**src/rtl/opnd_bypass_pkg.sv**
```systemverilog
package opnd_bypass_pkg;
  // producer slots, listed in priority order (lower index wins)
  localparam int SRC_XM   = 0;
  localparam int SRC_MW   = 1;
  localparam int ALU_NSRC = 2;
  // ALU operand slots
  localparam int OPN_A    = 0;
  localparam int OPN_B    = 1;
  localparam int ALU_NOPN = 2;
endpackage

```
**src/rtl/opnd_bypass_match.sv**
```systemverilog
module opnd_bypass_match #(
  parameter int RW = 5
) (
  input  logic [RW-1:0] want_idx,
  input  logic          want_ok,
  input  logic          prod_full,
  input  logic          prod_wr,
  input  logic [RW-1:0] prod_dst,
  output logic          hit
);
  logic idx_eq;
  logic idx_zero;

  assign idx_eq   = (prod_dst == want_idx);
  assign idx_zero = (want_idx == '0);
  assign hit      = !want_ok && prod_full && prod_wr && idx_eq && !idx_zero;
endmodule

```
**src/rtl/opnd_bypass_pick.sv**
```systemverilog
module opnd_bypass_pick #(
  parameter int DW   = 32,
  parameter int NSRC = 2
) (
  input  logic [NSRC-1:0]    hits,
  input  logic [NSRC*DW-1:0] vals,
  input  logic [DW-1:0]      in_val,
  input  logic               in_ok,
  output logic [DW-1:0]      out_val,
  output logic               out_ok
);
  always_comb begin
    out_val = in_val;
    out_ok  = in_ok;
    // walk from lowest priority to highest so the highest hit lands last
    for (int s = NSRC - 1; s >= 0; s--) begin
      if (hits[s]) begin
        out_val = vals[s*DW +: DW];
        out_ok  = 1'b1;
      end
    end
  end
endmodule

```
**src/rtl/opnd_bypass.sv**
```systemverilog
module opnd_bypass
  import opnd_bypass_pkg::*;
#(
  parameter int RW = 5,
  parameter int DW = 32
) (
  input  logic [RW-1:0] src_a_idx,
  input  logic [DW-1:0] src_a_val,
  input  logic          src_a_ok,
  input  logic [RW-1:0] src_b_idx,
  input  logic [DW-1:0] src_b_val,
  input  logic          src_b_ok,
  input  logic [RW-1:0] sd_idx,
  input  logic [DW-1:0] sd_val,
  input  logic          sd_ok,
  input  logic          xm_full,
  input  logic          xm_wr,
  input  logic [RW-1:0] xm_dst,
  input  logic [DW-1:0] xm_res,
  input  logic          mw_full,
  input  logic          mw_wr,
  input  logic [RW-1:0] mw_dst,
  input  logic [DW-1:0] mw_res,
  output logic [DW-1:0] src_a_fval,
  output logic          src_a_fok,
  output logic [DW-1:0] src_b_fval,
  output logic          src_b_fok,
  output logic [DW-1:0] sd_fval,
  output logic          sd_fok
);
  localparam int VBUS = ALU_NSRC * DW;

  // producers gathered in priority order
  logic [ALU_NSRC-1:0]   p_full, p_wr;
  logic [RW-1:0]         p_dst [ALU_NSRC];
  logic [VBUS-1:0]       p_vals;

  assign p_full[SRC_XM] = xm_full;
  assign p_full[SRC_MW] = mw_full;
  assign p_wr[SRC_XM]   = xm_wr;
  assign p_wr[SRC_MW]   = mw_wr;
  assign p_dst[SRC_XM]  = xm_dst;
  assign p_dst[SRC_MW]  = mw_dst;
  assign p_vals[SRC_XM*DW +: DW] = xm_res;
  assign p_vals[SRC_MW*DW +: DW] = mw_res;

  // ALU operands gathered as arrays
  logic [RW-1:0] o_idx  [ALU_NOPN];
  logic [DW-1:0] o_val  [ALU_NOPN];
  logic          o_ok   [ALU_NOPN];
  logic [DW-1:0] o_fval [ALU_NOPN];
  logic          o_fok  [ALU_NOPN];

  assign o_idx[OPN_A] = src_a_idx;
  assign o_val[OPN_A] = src_a_val;
  assign o_ok[OPN_A]  = src_a_ok;
  assign o_idx[OPN_B] = src_b_idx;
  assign o_val[OPN_B] = src_b_val;
  assign o_ok[OPN_B]  = src_b_ok;

  for (genvar o = 0; o < ALU_NOPN; o++) begin : g_alu
    logic [ALU_NSRC-1:0] hits;
    for (genvar s = 0; s < ALU_NSRC; s++) begin : g_src
      opnd_bypass_match #(.RW(RW)) u_match (
        .want_idx  (o_idx[o]),
        .want_ok   (o_ok[o]),
        .prod_full (p_full[s]),
        .prod_wr   (p_wr[s]),
        .prod_dst  (p_dst[s]),
        .hit       (hits[s])
      );
    end
    opnd_bypass_pick #(.DW(DW), .NSRC(ALU_NSRC)) u_pick (
      .hits    (hits),
      .vals    (p_vals),
      .in_val  (o_val[o]),
      .in_ok   (o_ok[o]),
      .out_val (o_fval[o]),
      .out_ok  (o_fok[o])
    );
  end

  assign src_a_fval = o_fval[OPN_A];
  assign src_a_fok  = o_fok[OPN_A];
  assign src_b_fval = o_fval[OPN_B];
  assign src_b_fok  = o_fok[OPN_B];

  // store-data path: memory/writeback producer only
  logic [0:0] sd_hit;

  opnd_bypass_match #(.RW(RW)) u_sd_match (
    .want_idx  (sd_idx),
    .want_ok   (sd_ok),
    .prod_full (mw_full),
    .prod_wr   (mw_wr),
    .prod_dst  (mw_dst),
    .hit       (sd_hit[0])
  );

  opnd_bypass_pick #(.DW(DW), .NSRC(1)) u_sd_pick (
    .hits    (sd_hit),
    .vals    (mw_res),
    .in_val  (sd_val),
    .in_ok   (sd_ok),
    .out_val (sd_fval),
    .out_ok  (sd_fok)
  );
endmodule

```
**config.mk**
```make
export PLATFORM = sky130hd
export DESIGN_NAME = opnd_bypass
export DESIGN_NICKNAME = d
export VERILOG_FILES = /design/src/rtl/opnd_bypass_pkg.sv /design/src/rtl/opnd_bypass_match.sv /design/src/rtl/opnd_bypass_pick.sv /design/src/rtl/opnd_bypass.sv
export SDC_FILE = /design/constraint.sdc
export NUM_CORES = 1
export LEC_CHECK = 0
export CORE_AREA = 3 3 111 113
export DETAILED_ROUTE_END_ITERATION = 10
export DIE_AREA = 0 0 114 116
export PLACE_DENSITY = 0.72
export SLEW_MARGIN = 20
export SYNTH_ARGS = -nofsm -noshare
export SYNTH_HDL_FRONTEND = slang
export SYNTH_SLANG_ARGS = --single-unit
```
**constraint.sdc**
```tcl
create_clock -name vclk -period 3.6
set_input_delay 0.72 -clock vclk [all_inputs]
set_output_delay 0.72 -clock vclk [all_outputs]
set_load 0.03 [all_outputs]
```
==> results.cfg, run 1 <==
[floorplan]
num_rows = 39
die_w_um = 114
start_util_pct = 24.32
die_area_um2 = 13220
ios = 291
coreArea_um2 = 11420
die_h_um = 116

[sta]
setup_viol = 0
period_share_pct = 97.38
worstMarginPinSlew_ns = 0.5107
rsz0062_at_grt = no
fmax_mhz = 285.2
slew_violations = 0
hold_viol = 0
fin_tns_setup_ns = 0
relSlewSlack_pct = 65.88
period_needed_ns = 3.506

[cells_and_area]
regArea_um2 = 0
instances_no_fill = 829
antennaDiodeCount = 0
nFlopsAndLatches = 0
num-clock-buffers = 0
final_util_pct = 52.39
nets = 880
area_growth_pct = 115.5
fill_cells = 1107
layout-drive-gt1-share_pct = 24.05

[yosys]
synth_area_per_cell_um2 = 6.658
synth_top_cell_by_area = o31ai_1
yosys_warnings = 0
syn-num-nets = 609
synth.area.top_cells = o31ai_1, nand4_1, nor4_1, a31oi_1, mux2_2
syn_area_um2 = 2776
synth_common_cells = nand4_1, nor4_1, a31oi_1, o31ai_1, clkbuf_1
synth_cell_types = 24
syn-instance-count = 417
seq_area_frac_synth_pct = 0
synth_top_cell_area_share_pct = 17.31
synth.most_common_cell = nand4_1

[critical_path]
cp.arrival_ns = 2.79
crit_required_ns = 2.88
cp-start-kind = primary input
critPathKind = primary input to output port
worstSetupEndpointType = output port
cp_slowest_cell = clkdlybuf4s50_1
slowest_delay_ns = 0.60
cp_max_fo = 20
crit_chain = clkdlybuf4s50_1, nor4_4, a21o_2, or3_1, buf_4, a31oi_1, buf_4
path_common_cell = buf_4

[grt]
grt_use_total_pct = 25.97
grt_pass1_vias = 5135
grt_pass1_wl_um = 28200
grt_max_degree = 45
grt_remaining_overflow = 0
antenna_found_initial = 0

[route]
wl_per_cell_um = 22.79
routed-via-count = 5142
drt-initial-drc-count = 577
drt_wl_total_um = 18890
via_per_inst = 6.203
antenna_left = 0
drc = 0
drtPass1Iterations = 5

[placement]
numPlacedInstances = 829
portBuffers = 291
gp_congestion = 0.9361
hpwl_um = 14340

[worst_hold_path]
hold_class = primary input to output port
hold_path_depth = 4
min_to = src_a_fval[23]
min_from = src_a_val[23]

[pwr]
power_density_nw_per_um2 = 132.7
p_leak_nw = 2.029
ir_worst_vdd_mv = 0.07407

[cts]
cts_setup_buffers = 0
ctsHoldBuffers = 0

[job]
maxCapViolCount = 0

[outcome]
status = finished clean
-- cells by family after synthesis --
kind of cell | Yosys count | synth area share (%)
mux | 32 | 12.98
buf+inv | 73 | 11.76
compound gates | 133 | 33.08
xor+xnor | 24 | 7.571
simple gates | 155 | 34.61
-- per-stage QoR --
stage | instance area [µm²] | total power, mW | hold slack, ns | setup WS, ns
after floorplan | 2776 | 0.3323 | 1.666 | 0.6616
after global placement | 5976 | 0.7873 | 2.144 | -0.1217
after detailed placement | 5976 | 0.7941 | 2.142 | -0.1693
after CTS | 5949 | 0.7844 | 2.150 | 0.01350
after global routing | 5982 | 0.8308 | 2.173 | 0.01315
final | 5982 | 0.7938 | 2.152 | 0.09417
-- area by class of cell --
class                           count  area [µm²]  share of cell area (%)
Inverter                            2       7.507                  0.1255
Multi-Input combinational cell    344        2545                   42.54
Tap cell                          143       178.9                   2.991
Timing Repair Buffer              340        3251                   54.34
-- worst max path at each step --
stage                       startpoint        endpoint  slack (ns)  cells past startpoint
final                     src_a_idx[0]  src_a_fval[16]        0.09                      7
after global routing      src_a_idx[0]  src_a_fval[29]        0.01                      7
after CTS                 src_a_idx[0]  src_a_fval[29]        0.01                      7
after detailed placement  src_a_idx[0]  src_a_fval[29]       -0.17                      7
after global placement       sd_idx[0]      sd_fval[3]       -0.12                      8
after floorplan              xm_dst[2]  src_a_fval[10]        0.66                      6
-- timing repair --
item                       in CTS  in global routing
resized for setup              32                  6
pin swaps                       0                  2
setup endpoints to repair      63                 20
-- critical path, delay by kind of cell --
kind | cells | cell delay, ns
buffers and inverters | 3 | 1.05
AOI/OAI and AO/OA | 2 | 0.49
and+or+nand+nor | 2 | 0.52
-- cells in the final DEF (no fill, tap or decap), types with 2 or more instances in the layout --
cell type        netlist  layout
or3_1                  2       2
nand3_1                4       2
a21oi_4                0       2
a21o_2                 0       2
a31oi_1               64      62
buf_12                 0      14
nand3_2                0       2
nor3_1                 3       2
xor2_1                 6       6
nand3b_1               2       2
mux2_2                32      32
clkdlybuf4s50_1        0     192
dlygate4sd2_1          0      30
and4_1                 2       2
o31ai_1               64      64
nand4_1               68      68
xnor2_1               18      18
a31oi_2                0       2
nor4_1                67      65
inv_1                  2       2
buf_4                  0     103
-- report_power, final --
part	switching [mW]	internal, mW
Sequential	0	0
Clock	0	0
Combinational	0.418	0.376
Total	0.418	0.376
-- per-layer routing --
| metal | vias to the layer above | GRT usage [%] | wire (µm) | share of wire (%) |
|---|---|---|---|---|
| met5 | - | 0 | 0 | 0 |
| met4 | 0 | 7.126 | 571 | 3.0 |
| met3 | 58 | 4.700 | 1801 | 9.5 |
| met2 | 369 | 46.84 | 9339 | 49 |
| met1 | 2397 | 31.59 | 7180 | 38 |
| li1 | 2318 | - | - | - |
Note: power is estimated with default switching activity, not from simulation.
==> run 2: changes to the inputs <==
CAP_MARGIN = 10   (was default)
clock period = 4.25 ns   (was 3.6 ns; I/O delays follow)
==> run 2 against run 1 <==
  * Final cell count is 1.7% lower
  * Routed wire length increased by 0.67%
  * Sequential cell count unchanged
  * Utilization decreased by 0.78 points
  * Hold slack better by 0.26 ns
  * Count of clock-buffer cells in the layout unchanged
  * Non-clock buffer count decreased by 14
  * Critical endpoint is now src_a_fval[17]
==> results.cfg, run 2 (synthesized netlist as in run 1, its figures left out) <==
[cells_and_area]
layout_commonest_cell = clkdlybuf4s50_1
final_area_um2 = 5893
layout_common_cells = clkdlybuf4s50_1, nand4_1, nor4_1, buf_4
regArea_um2 = 0
fill_cells = 1115
layout-drive-gt1-share_pct = 17.41
antennaDiodeCount = 0
area_growth_pct = 112.3
nets = 866
num-clock-buffers = 0
nFlopsAndLatches = 0
instances_no_fill = 815

[route]
drt_wl_total_um = 19020
drtPass1Iterations = 6
drt-initial-drc-count = 583
drc = 0
routed-via-count = 5224
via_per_inst = 6.410
antenna_left = 0
wl_per_cell_um = 23.34

[pwr]
ir_worst_vdd_mv = 0.06330
finalPower_mw = 0.6697
power_density_nw_per_um2 = 113.6
p_leak_nw = 1.921

[grt]
grt_pass1_wl_um = 28700
grt_max_degree = 41
grt_pass1_vias = 5108
grt_remaining_overflow = 0
antenna_found_initial = 0
grt_use_total_pct = 26.45

[placement]
dpl_cell_area_um2 = 5858
hpwl_um = 14480
numPlacedInstances = 815
dp_slack_ns = -0.09539
portBuffers = 291
gp_congestion = 0.9532

[critical_path]
crit_chain = clkdlybuf4s50_1, buf_4, xnor2_1, nand4_1, or3_1, buf_4, a31oi_1, clkdlybuf4s50_1
cp-start-kind = primary input
cp.arrival_ns = 3.33
cp_slowest_cell = clkdlybuf4s50_1
critPathKind = primary input to output port
crit_required_ns = 3.40
slowest_delay_ns = 0.70
worstSetupEndpoint = src_a_fval[17]
worstSetupEndpointType = output port
startpoint = src_a_idx[3]
cp_max_fo = 20

[sta]
period_share_pct = 98.39
fmax_mhz = 239.1
slew_violations = 0
worstMarginPinSlew_ns = 0.6942
fin_tns_setup_ns = 0
hold_viol = 0
fin_ws_ns = 0.06844
relSlewSlack_pct = 53.62
period_needed_ns = 4.182
setup_viol = 0

[job]
maxCapViolCount = 0

[cts]
cts_setup_buffers = 0

[floorplan]
die_w_um = 114
start_util_pct = 24.32
die_area_um2 = 13220
num_rows = 39
ios = 291
coreArea_um2 = 11420
die_h_um = 116

[outcome]
status = finished clean

[worst_hold_path]
hold_class = primary input to output port
[run 2: cell types whose count changed in the layout (fill, tap and decap cells not counted), sizes merged]
cell	previous run	this run
clkdlybuf4s50	192	245
buf	117	73
dlygate4sd2	30	0
dlymetal6s2s	1	8
[run 2: layout make-up]
cell class | instances | area [µm²] | share of cell area [%]
tap | 143 | 178.9 | 3.036
inverter | 2 | 7.507 | 0.1274
timing repair buffer | 326 | 3188 | 54.10
multi-input combinational | 344 | 2519 | 42.74
[run 2: worst min path at each step]
stage | from | end | slack, ns | cells past startpoint
global placement | src_a_val[21] | src_a_fval[21] | 2.40 | 4
detailed placement | src_b_val[3] | src_b_fval[3] | 2.41 | 4
global route | src_b_val[3] | src_b_fval[3] | 2.44 | 4
CTS | src_b_val[14] | src_b_fval[14] | 2.41 | 4
floorplan | mw_res[0] | sd_fval[0] | 1.93 | 1
finish | src_b_val[14] | src_b_fval[14] | 2.41 | 4
[run 2: layer usage]
layer / vias up / track usage, % / wire length, µm
li1: 2291 / - / -
met4: 0 / 4.751 / 396
met1: 2448 / 34.26 / 7351
met2: 434 / 46.17 / 9248
met5: - / 0 / 0
met3: 51 / 5.013 / 2023
[run 2: what timing repair did]
| action | 4_1_cts | 5_1_grt |
|---|---|---|
| endpoints found under the setup margin | 26 | 12 |
| resized for setup | 1 | 9 |
| hold buffers | 0 | 0 |
[run 2: critical path: cells and delay by family]
kind	cells	cell delay, ns
xor gates and xnor gates	1	0.12
and+or+nand+nor	2	0.53
buffers and inverters	4	1.62
AOI/OAI and AO/OA	1	0.18
[run 2: per-stage QoR]
step | utilization [%] | hold WS (ns)
after detailed placement | 51.30 | 2.407
final | 51.61 | 2.408
after floorplan | - | 1.926
after global routing | 51.61 | 2.436
after global placement | 51.30 | 2.404
after CTS | 51.36 | 2.408
[run 2: power by group]
group	leakage (nW)	total, mW	internal (mW)	switching, mW
registers	0	0	0	0
logic	1.92	0.670	0.318	0.351
clock network	0	0	0	0
total	1.92	0.670	0.318	0.351
==> run 3: changes to the inputs <==
GPL_TIMING_DRIVEN = 1   (was default)
==> results of run 3 <==
The final DEF is identical to that of run 2; final timing and power are the same.
